==> src/rtl/bl_pkg.sv <==
package bl_pkg;
  localparam int LEN_W = 16;

  localparam logic [7:0] BYTE_SYNC = 8'h00;
  localparam logic [7:0] BYTE_KEY  = 8'h55;
  localparam logic [7:0] BYTE_ACK  = 8'hAA;
  localparam logic [7:0] BYTE_ERR  = 8'hFF;

  typedef enum logic [3:0] {
    S_IDLE,
    S_WAIT_KEY,
    S_LEN_HI,
    S_LEN_LO,
    S_DATA,
    S_CHECK,
    S_ERASE,
    S_DRAIN,
    S_RUN,
    S_HALT
  } bl_state_e;
endpackage

==> src/rtl/bl_tx_slot.sv <==
module bl_tx_slot (
  input  logic       clk,
  input  logic       rst,
  input  logic       load,
  input  logic [7:0] load_byte,
  input  logic       tx_busy,
  output logic       pend,
  output logic       tx_valid,
  output logic [7:0] tx_data
);
  always_ff @(posedge clk) begin
    if (rst) begin
      pend     <= 1'b0;
      tx_valid <= 1'b0;
      tx_data  <= 8'h00;
    end else begin
      tx_valid <= 1'b0;
      if (pend && !tx_busy) begin
        tx_valid <= 1'b1;
        pend     <= 1'b0;
      end
      if (load) begin
        pend    <= 1'b1;
        tx_data <= load_byte;
      end
    end
  end

  // the sequencer never overwrites a byte still waiting to go out
  a_r6_no_overwrite: assert property (@(posedge clk) disable iff (rst)
    load |-> !pend);
  // a request follows a cycle where the transmitter was free
  a_r6_idle_tx: assert property (@(posedge clk) disable iff (rst)
    tx_valid |-> !$past(tx_busy));
  a_r6_pulse: assert property (@(posedge clk) disable iff (rst)
    tx_valid |=> !tx_valid);
endmodule

==> src/rtl/bl_len_counter.sv <==
module bl_len_counter #(
  parameter int LEN_W = 16
) (
  input  logic             clk,
  input  logic             rst,
  input  logic             hi_we,
  input  logic             lo_we,
  input  logic [7:0]       byte_in,
  input  logic             clr,
  input  logic             step,
  output logic [LEN_W-1:0] len_q,
  output logic [LEN_W-1:0] cnt_q
);
  localparam int HI_W = LEN_W - 8;

  always_ff @(posedge clk) begin
    if (rst) begin
      len_q <= '0;
      cnt_q <= '0;
    end else begin
      if (hi_we) len_q[LEN_W-1:8] <= byte_in[HI_W-1:0];
      if (lo_we) len_q[7:0] <= byte_in;
      if (clr) cnt_q <= '0;
      else if (step) cnt_q <= cnt_q + LEN_W'(1);
    end
  end
endmodule

==> src/rtl/boot_handshake.sv <==
module boot_handshake
  import bl_pkg::*;
#(
  parameter int ADDR_W = 10
) (
  input  logic              clk,
  input  logic              rst,
  input  logic              start,
  input  logic              rx_valid,
  input  logic [7:0]        rx_data,
  output logic              rx_ready,
  input  logic              tx_busy,
  output logic              tx_valid,
  output logic [7:0]        tx_data,
  output logic              ram_we,
  output logic [ADDR_W-1:0] ram_addr,
  output logic [7:0]        ram_wdata,
  input  logic              mem_has_data,
  output logic              erase_req,
  input  logic              erase_done,
  input  logic              erase_fail,
  output logic              run,
  output logic              halted
);
  bl_state_e state, state_d;
  logic tx_pend, tx_load;
  logic [7:0] tx_byte;
  logic len_hi_we, len_lo_we, cnt_clr, cnt_step, accept, rx_state;
  logic [LEN_W-1:0] len_q, cnt_q;

  bl_tx_slot u_slot (
    .clk(clk), .rst(rst), .load(tx_load), .load_byte(tx_byte),
    .tx_busy(tx_busy), .pend(tx_pend), .tx_valid(tx_valid), .tx_data(tx_data)
  );

  bl_len_counter #(.LEN_W(LEN_W)) u_len (
    .clk(clk), .rst(rst), .hi_we(len_hi_we), .lo_we(len_lo_we),
    .byte_in(rx_data), .clr(cnt_clr), .step(cnt_step),
    .len_q(len_q), .cnt_q(cnt_q)
  );

  assign rx_state = (state == S_WAIT_KEY) || (state == S_LEN_HI) ||
                    (state == S_LEN_LO) || (state == S_DATA);
  assign rx_ready = rx_state && !tx_pend;
  assign accept   = rx_valid && rx_ready;

  always_comb begin
    state_d   = state;
    tx_load   = 1'b0;
    tx_byte   = 8'h00;
    len_hi_we = 1'b0;
    len_lo_we = 1'b0;
    cnt_clr   = 1'b0;
    cnt_step  = 1'b0;
    case (state)
      S_IDLE: if (start) begin
        tx_load = 1'b1; tx_byte = BYTE_SYNC; state_d = S_WAIT_KEY;
      end
      S_WAIT_KEY: if (accept && rx_data == BYTE_KEY) begin
        tx_load = 1'b1; tx_byte = BYTE_ACK; state_d = S_LEN_HI;
      end
      S_LEN_HI: if (accept) begin
        tx_load = 1'b1; tx_byte = rx_data; len_hi_we = 1'b1; state_d = S_LEN_LO;
      end
      S_LEN_LO: if (accept) begin
        tx_load = 1'b1; tx_byte = rx_data; len_lo_we = 1'b1; cnt_clr = 1'b1;
        state_d = ({len_q[LEN_W-1:8], rx_data} == '0) ? S_CHECK : S_DATA;
      end
      S_DATA: if (accept) begin
        tx_load = 1'b1; tx_byte = rx_data; cnt_step = 1'b1;
        if (cnt_q + LEN_W'(1) == len_q) state_d = S_CHECK;
      end
      S_CHECK: if (!tx_pend) begin
        if (mem_has_data) state_d = S_ERASE;
        else begin
          tx_load = 1'b1; tx_byte = BYTE_ACK; state_d = S_DRAIN;
        end
      end
      S_ERASE: begin
        if (erase_fail) begin
          tx_load = 1'b1; tx_byte = BYTE_ERR; state_d = S_HALT;
        end else if (erase_done) begin
          tx_load = 1'b1; tx_byte = BYTE_ACK; state_d = S_DRAIN;
        end
      end
      S_DRAIN: if (!tx_pend) state_d = S_RUN;
      default: state_d = state;
    endcase
  end

  always_ff @(posedge clk) begin
    if (rst) begin
      state     <= S_IDLE;
      ram_we    <= 1'b0;
      ram_addr  <= '0;
      ram_wdata <= 8'h00;
      erase_req <= 1'b0;
      run       <= 1'b0;
      halted    <= 1'b0;
    end else begin
      state     <= state_d;
      ram_we    <= (state == S_DATA) && accept;
      if ((state == S_DATA) && accept) begin
        ram_addr  <= cnt_q[ADDR_W-1:0];
        ram_wdata <= rx_data;
      end
      erase_req <= (state_d == S_ERASE);
      run       <= (state_d == S_RUN);
      halted    <= (state_d == S_HALT);
    end
  end

  // an echo must be queued before the next byte is taken
  a_r6_write_spacing: assert property (@(posedge clk) disable iff (rst)
    ram_we |=> !ram_we);
  // request held until the engine answers
  a_r9_req_hold: assert property (@(posedge clk) disable iff (rst)
    (erase_req && !erase_done && !erase_fail) |=> erase_req);
  // outcome levels are sticky and exclusive
  a_r11_run_sticky: assert property (@(posedge clk) disable iff (rst)
    run |=> run);
  a_r11_halt_sticky: assert property (@(posedge clk) disable iff (rst)
    halted |=> halted);
  a_r11_exclusive: assert property (@(posedge clk) disable iff (rst)
    !(run && halted));
  // a halted block takes no input and writes nothing
  a_r10_quiet: assert property (@(posedge clk) disable iff (rst)
    halted |-> (!rx_ready && !ram_we && !erase_req));
endmodule

==> config.mk <==
export PLATFORM = sky130hd
export DESIGN_NAME = boot_handshake
export DESIGN_NICKNAME = d
export VERILOG_FILES = /design/src/rtl/bl_pkg.sv /design/src/rtl/bl_tx_slot.sv /design/src/rtl/bl_len_counter.sv /design/src/rtl/boot_handshake.sv
export SDC_FILE = /design/constraint.sdc
export NUM_CORES = 1
export LEC_CHECK = 0
export CAP_MARGIN = 15
export CORE_AREA = 2 2 85 87
export DETAILED_ROUTE_END_ITERATION = 6
export DIE_AREA = 0 0 87 89
export DONT_BUFFER_PORTS = 1
export SYNTH_ARGS = -nofsm -noshare
export SYNTH_HDL_FRONTEND = slang
export SYNTH_SLANG_ARGS = --single-unit
==> constraint.sdc <==
create_clock -name clk -period 3.9 [get_ports clk]
set_input_delay 0.39 -clock clk [delete_from_list [all_inputs] [get_ports clk]]
set_output_delay 0.39 -clock clk [all_outputs]
set_load 0.05 [all_outputs]
==> metrics, run 1 <==
status=finished, final reports clean; Sw Pwr=roughly 0.32 mW; vias in the first global route=between 2k and 2.5k; slew margin rel.=0.536; share of the yosys chip area belonging to registers=0.407; WS Path Type=reg -> reg; Max Cap Viol=0; startpoint types=flop; Top Ports=48; remaining global-route overflow=0; vias per inst=~5.7; placed instance area=0.00335 mm2; port buffer count=0; post-CTS sizing=0; average cell area after synthesis=roughly 8 um2; largest cells by area after synthesis=dfxtp_1 (41%), nand2_1 (7.3%), nor2_1 (7.0%), xnor2_1 (5.8%), mux2i_1 (5.1%); hold buffer count at CTS=0; nets=between 400 and 500; WP data arrival=roughly 2.9 ns; first-pass GRT wire length=between 10,000 and 15,000 um; setup violators final=0; Tightest Hold Check Type=in -> reg; crit path max fanout=17; Setup Buffers After CTS=0; ys flop type=dfxtp_1; WP data required=~4.1 ns; Total GRT Usage=0.211; Die Wd=just under 90 um; Critical Path End Type=flop; DR iter-0 viols=160; clock buffer count from CTS=9; CTS tree=done; Post-synth EDFFs=0; combinational power share=0.022; Cell variety after synth=between 50 and 60; starting density of the core=0.498; RSZ-0062 raised after global routing=no; clock power share=0.481; Worst Hold Margin=~0.1 ns; DR pass1 iterations=4; antenna violations before repair=0; cell with the most instances after synthesis=dfxtp_1; largest net degree at the start of global routing=53; Wirelength per Cell=16.3 um; Row Count=30; Worst-Skew Late Latency=around 0.35 ns; Mapped Area=0.00334 mm2; synth warn=0; Core Area=roughly 0.0067 mm2; fin. max-slew vios=0; Fmax achieved=about 380 MHz; top cells by count, synth=dfxtp_1 (68), nand2_1 (65), nor2_1 (62), a21oi_1 (29), xnor2_1 (22); post-synthesis cell count=about 410; cell internal pwr=around 1.1 mW; Final Skew=roughly 0.0096 ns; final hold vios=0; Pleak=approximately 1.2 nW; final setup TNS=0 ns; share of cells above drive strength 1=0.0746; total power=between 1 and 1.5 mW; Reg clk slew, reported paths=0.08 ns; Synth async-reset ratio=0; Syn-to-layout area delta=7.22%; CTS Sinks=68; antenna diode count=0; Routed WL=7880 um; CP max stage delay=about 0.73 ns; Mapped Nets=429; Die Ht=~90 um; PwrDens=between 300 and 400 mW/mm2; top cell type by total area after synthesis=dfxtp_1; HPWL after DPL=approximately 5400 um; GP Congestion=roughly 0.81; post-route minimum period=2.63 ns; Least-Margin Pin Slew=roughly 0.69 ns; part of the cycle the worst path needs=0.675; FF+latch count, synth=68; root buf cell=clkbuf_8; Clock Path Buffers=2; slowest CP cell=dfxtp_1; Cell Chain, Critical Path=nor3b_4, o21ai_2, or3_4, o31ai_4, a311oi_2, a221oi_1, nor2_1; Seq pwr share=0.497; Die Area=between 0.007 and 0.008 mm2; via count=2,726; top cell type's share of synthesized area=0.407; DRT antenna net count=0; sw frac=0.228; DRC errors left=0; worst IR drop on VDD=approximately 0.00021 V; design area=about 0.0036 mm2; share of the core filled with cells=0.534; H-tree Lvls=3
## power by group through the flow
stage	combinational [mW]	clock, mW	sequential (mW)
after CTS	0.0314	0.695	0.702
after floorplan	0.0353	0	0.715
after global placement	0.0313	0	0.718
after global routing	0.0344	0.727	0.702
final	0.0313	0.680	0.702
after detailed placement	0.0312	0	0.718
## cell type report
cell class / instances / area [um2]
fillers: 651 / 3130
repair buffers: 3 / 22.5
multi-input cells: 312 / 1860
inverters: 3 / 11.3
clock inverters: 6 / 95.1
flip-flops and latches: 68 / 1360
well taps: 80 / 100
clock buffers: 10 / 138
## per-stage QoR
| stage | setup WS, ns | std cells |
|---|---|---|
| 2_1_floorplan | 1.53 | 412 |
| 3_3_place_gp | 1.37 | 466 |
| 3_5_place_dp | 1.29 | 466 |
| 4_1_cts | 1.27 | 482 |
| 5_1_grt | 0.982 | 482 |
| 6_report | 1.27 | 482 |
## path summary, 6_finish.rpt
kind	startpoint	endpoint	slack, ns	cells after the start
worst max-delay path	state[2]	u_slot.tx_data[3]	1.27	7
worst min-delay path	rst	u_slot.tx_data[0]	0.10	1
worst max register to register	state[2]	u_slot.tx_data[3]	1.27	7
worst min register to register	u_len.len_q[4]	u_len.len_q[4]	0.54	2
## metal layers
metal / vias to the layer above / global-route usage / part of all wire / routed length [um]
met3: 8 / 0.0619 / 0.063 / 493
met2: 72 / 0.325 / 0.45 / 3530
met5: - / 0 / 0 / 0
met1: 1259 / 0.282 / 0.47 / 3740
li1: 1387 / - / - / -
met4: 0 / 0.0767 / 0.014 / 108
## cell usage in the layout (no fill, tap or decap), types with 2 or more instances in the layout
master      n
a211oi_1    2
o21ai_0     8
nand2_1    65
nor4_1      7
dfxtp_1    68
xor2_1     13
a221oi_1    4
nand4_1     7
buf_4       3
and2_1      2
a21oi_1    29
nand2b_1    5
o22a_1      2
nand4b_1    2
nand3_1    12
inv_1       3
clkbuf_8   10
and3_1      5
nor2b_1     2
o21a_1      2
mux2i_1    17
nor3_1      9
and4_1      2
nor3b_1     2
bufinv_16   2
nor2_1     62
a31oi_1     7
clkinv_4    2
inv_6       2
xnor2_1    22
## logic make-up after synthesis
kind of cell             count (synthesis)  synth area share
AO/OA/AOI/OAI                           65             0.127
XOR/XNOR                                35            0.0917
buffers and inverters                   32            0.0374
flip-flops                              68             0.407
AND/OR/NAND/NOR                        192             0.276
adder cells (fa/ha/maj)                  2           0.00673
multiplexers                            18            0.0542
## worst max-delay path, delay by kind of cell (launching register included)
kind	cells	cell delay, ns
and+or+nand+nor	3	0.89
AOI/OAI and AO/OA	4	0.91
DFF	1	0.73
## flip-flops by register name, indices dropped and copies added (netlist names)
register,flops
u_len.cnt_q,16
u_len.len_q,16
ram_addr,10
ram_wdata,8
u_slot.tx_data,8
state,4
erase_req,1
halted,1
ram_we,1
run,1
u_slot.pend,1
u_slot.tx_valid,1
Note: power is estimated with default switching activity, not from simulation.
==> run 2: changes to the inputs <==
--- a/config.mk
+++ b/config.mk
@@ -10,6 +10,7 @@
 export DETAILED_ROUTE_END_ITERATION = 6
 export DIE_AREA = 0 0 87 89
 export DONT_BUFFER_PORTS = 1
+export PLACE_DENSITY = 0.67
 export SYNTH_ARGS = -nofsm -noshare
 export SYNTH_HDL_FRONTEND = slang
 export SYNTH_SLANG_ARGS = --single-unit
==> constraint.sdc (replaced) <==
create_clock -name clk -period 2.2 [get_ports clk]
set_input_delay 0.22 -clock clk [delete_from_list [all_inputs] [get_ports clk]]
set_output_delay 0.22 -clock clk [all_outputs]
set_load 0.05 [all_outputs]
==> run 2 against run 1 <==
Critical path depth grew 2. Hold slack got worse by 0.086 ns. Setup slack worse by 1.2 ns. Highest routed layer unchanged.
==> metrics, run 2 (synthesis gave the netlist of run 1 again) <==
status=finished, final reports clean; Total GRT Usage=0.227; crit path max fanout=6; HP Start=rx_data[1]; WS Path Type=reg -> reg; WP data arrival=roughly 2.4 ns; CTS tree=done; Worst Hold Margin=approximately 0.015 ns; slew margin rel.=0.628; nets=450; HPWL after DPL=between 5000 and 6000 um; fin. max-slew vios=0; root buf cell=clkbuf_8; Routed WL=8660 um; setup slack after layout=around 0.1 ns; DRT antenna net count=0; Fmax achieved=about 480 MHz; antenna violations before repair=0; DR iter-0 viols=approximately 200; largest net degree at the start of global routing=52; commonest non-fill, non-tap cells in the layout=nand2_1 (64), dfxtp_1 (63), nor2_1 (61); antenna diode count=0; Pleak=approximately 1.4 nW; Final Skew=around 0.0088 ns; Max Cap Viol=0; Setup Buffers After CTS=0; Tightest Hold Check Type=in -> reg; total power=~2.5 mW; first-pass GRT wire length=about 14,000 um; clock buffer count from CTS=9; vias in the first global route=approximately 2.7k; CTS Sinks=~70; Least-Margin Pin Slew=~0.56 ns; placed instance area=roughly 0.0036 mm2; remaining global-route overflow=0; Worst-Skew Late Latency=0.34 ns; Die Wd=87 um; Top Registers=u_len.cnt_q: 16 flops, u_len.len_q: 16 flops, ram_addr: 10 flops; reg-to-reg setup timing slack=about 0.10 ns; Wirelength per Cell=between 15 and 20 um; worst IR drop on VDD=between 0.0005 and 0.0006 V; Die Ht=~90 um; vias per inst=5.74; share of cells above drive strength 1=0.185; reg2reg start=u_len.cnt_q[1]; Top Ports=between 40 and 50; Syn-to-layout area delta=19.9%; PwrDens=about 620 mW/mm2; via count=roughly 3k; post-route minimum period=between 2 and 2.5 ns; port buffer count=0; RSZ-0062 raised after global routing=yes; most common cell after layout, fill and taps aside=nand2_1; Row Count=30; DRC errors left=0; setup violators final=0; WP data required=~2.5 ns; GP Congestion=0.851; startpoint types=flop; Clock Path Buffers=2; Core Area=roughly 0.0067 mm2; Fillers=about 570; design area=roughly 0.0040 mm2; Critical Path End Type=flop; H-tree Lvls=3; share of the core filled with cells=0.597; crit path from=u_len.cnt_q[1]; final hold vios=0; part of the cycle the worst path needs=0.954; Die Area=a little under 0.008 mm2; Place WS=0.00691 ns; Reg clk slew, reported paths=~0.08 ns; DR pass1 iterations=4; starting density of the core=0.498
## run 2: changes by cell type in the layout (fill, tap and decap cells not counted), moves of 3 or more
cell and delta:
dfxtp_2 +5, dlygate4sd3_1 +9, nor4_1 -3, dfxtp_1 -5, nor4_2 +3, buf_4 +25
## run 2: worst paths after layout
check,end,depth (start not counted)
worst min register to register,u_len.len_q[4],2
worst max-delay path,halted,9
worst min-delay path,u_slot.tx_data[1],2
worst max register to register,halted,9
## run 2: layer usage
layer	vias up	track usage	wire, um
met5	-	0	0
met4	0	0.0881	201
met3	24	0.0637	418
met2	78	0.359	4170
met1	1418	0.294	3870
li1	1455	-	-
## run 2: per-stage QoR
| stage | setup TNS (ns) | std cells |
|---|---|---|
| 2_1_floorplan | 0 | 412 |
| 3_3_place_gp | 0 | 492 |
| 3_5_place_dp | 0 | 492 |
| 4_1_cts | 0 | 518 |
| 5_1_grt | -0.0934 | 518 |
| 6_report | 0 | 518 |
## run 2: power breakdown
group	total, mW	switching [mW]	leakage [nW]	internal [mW]
clock	1.15	0.484	0.116	0.669
combinational	0.105	0.0623	0.691	0.0431
sequential	1.24	0.00613	0.551	1.23
## run 2: critical path, stage by stage (launching register included)
cell       delay [ns]
dfxtp_2          0.35
ha_4             0.13
and3_4           0.19
buf_6            0.12
nand2_2          0.11
nor4_2           0.29
a31oi_2          0.07
a2111oi_2        0.32
a31oi_2          0.18
nor4b_2          0.26
## run 2: area by class of cell
type,instances,area (um2),area share
Sequential cell,68,1370,0.341
Inverter,3,11.3,0.00281
Clock buffer,10,138,0.0343
Multi-Input combinational cell,312,1980,0.493
Timing Repair Buffer,39,332,0.0827
Clock inverter,6,87.6,0.0218
Tap cell,80,100,0.0250
## run 2: what timing repair did
item / in CTS / in global routing
hold buffers: 10 / 0
setup endpoints to repair: 1 / 11
endpoints found under the hold margin: 51 / 0
resized for setup: 0 / 27
pin swaps: 2 / 9
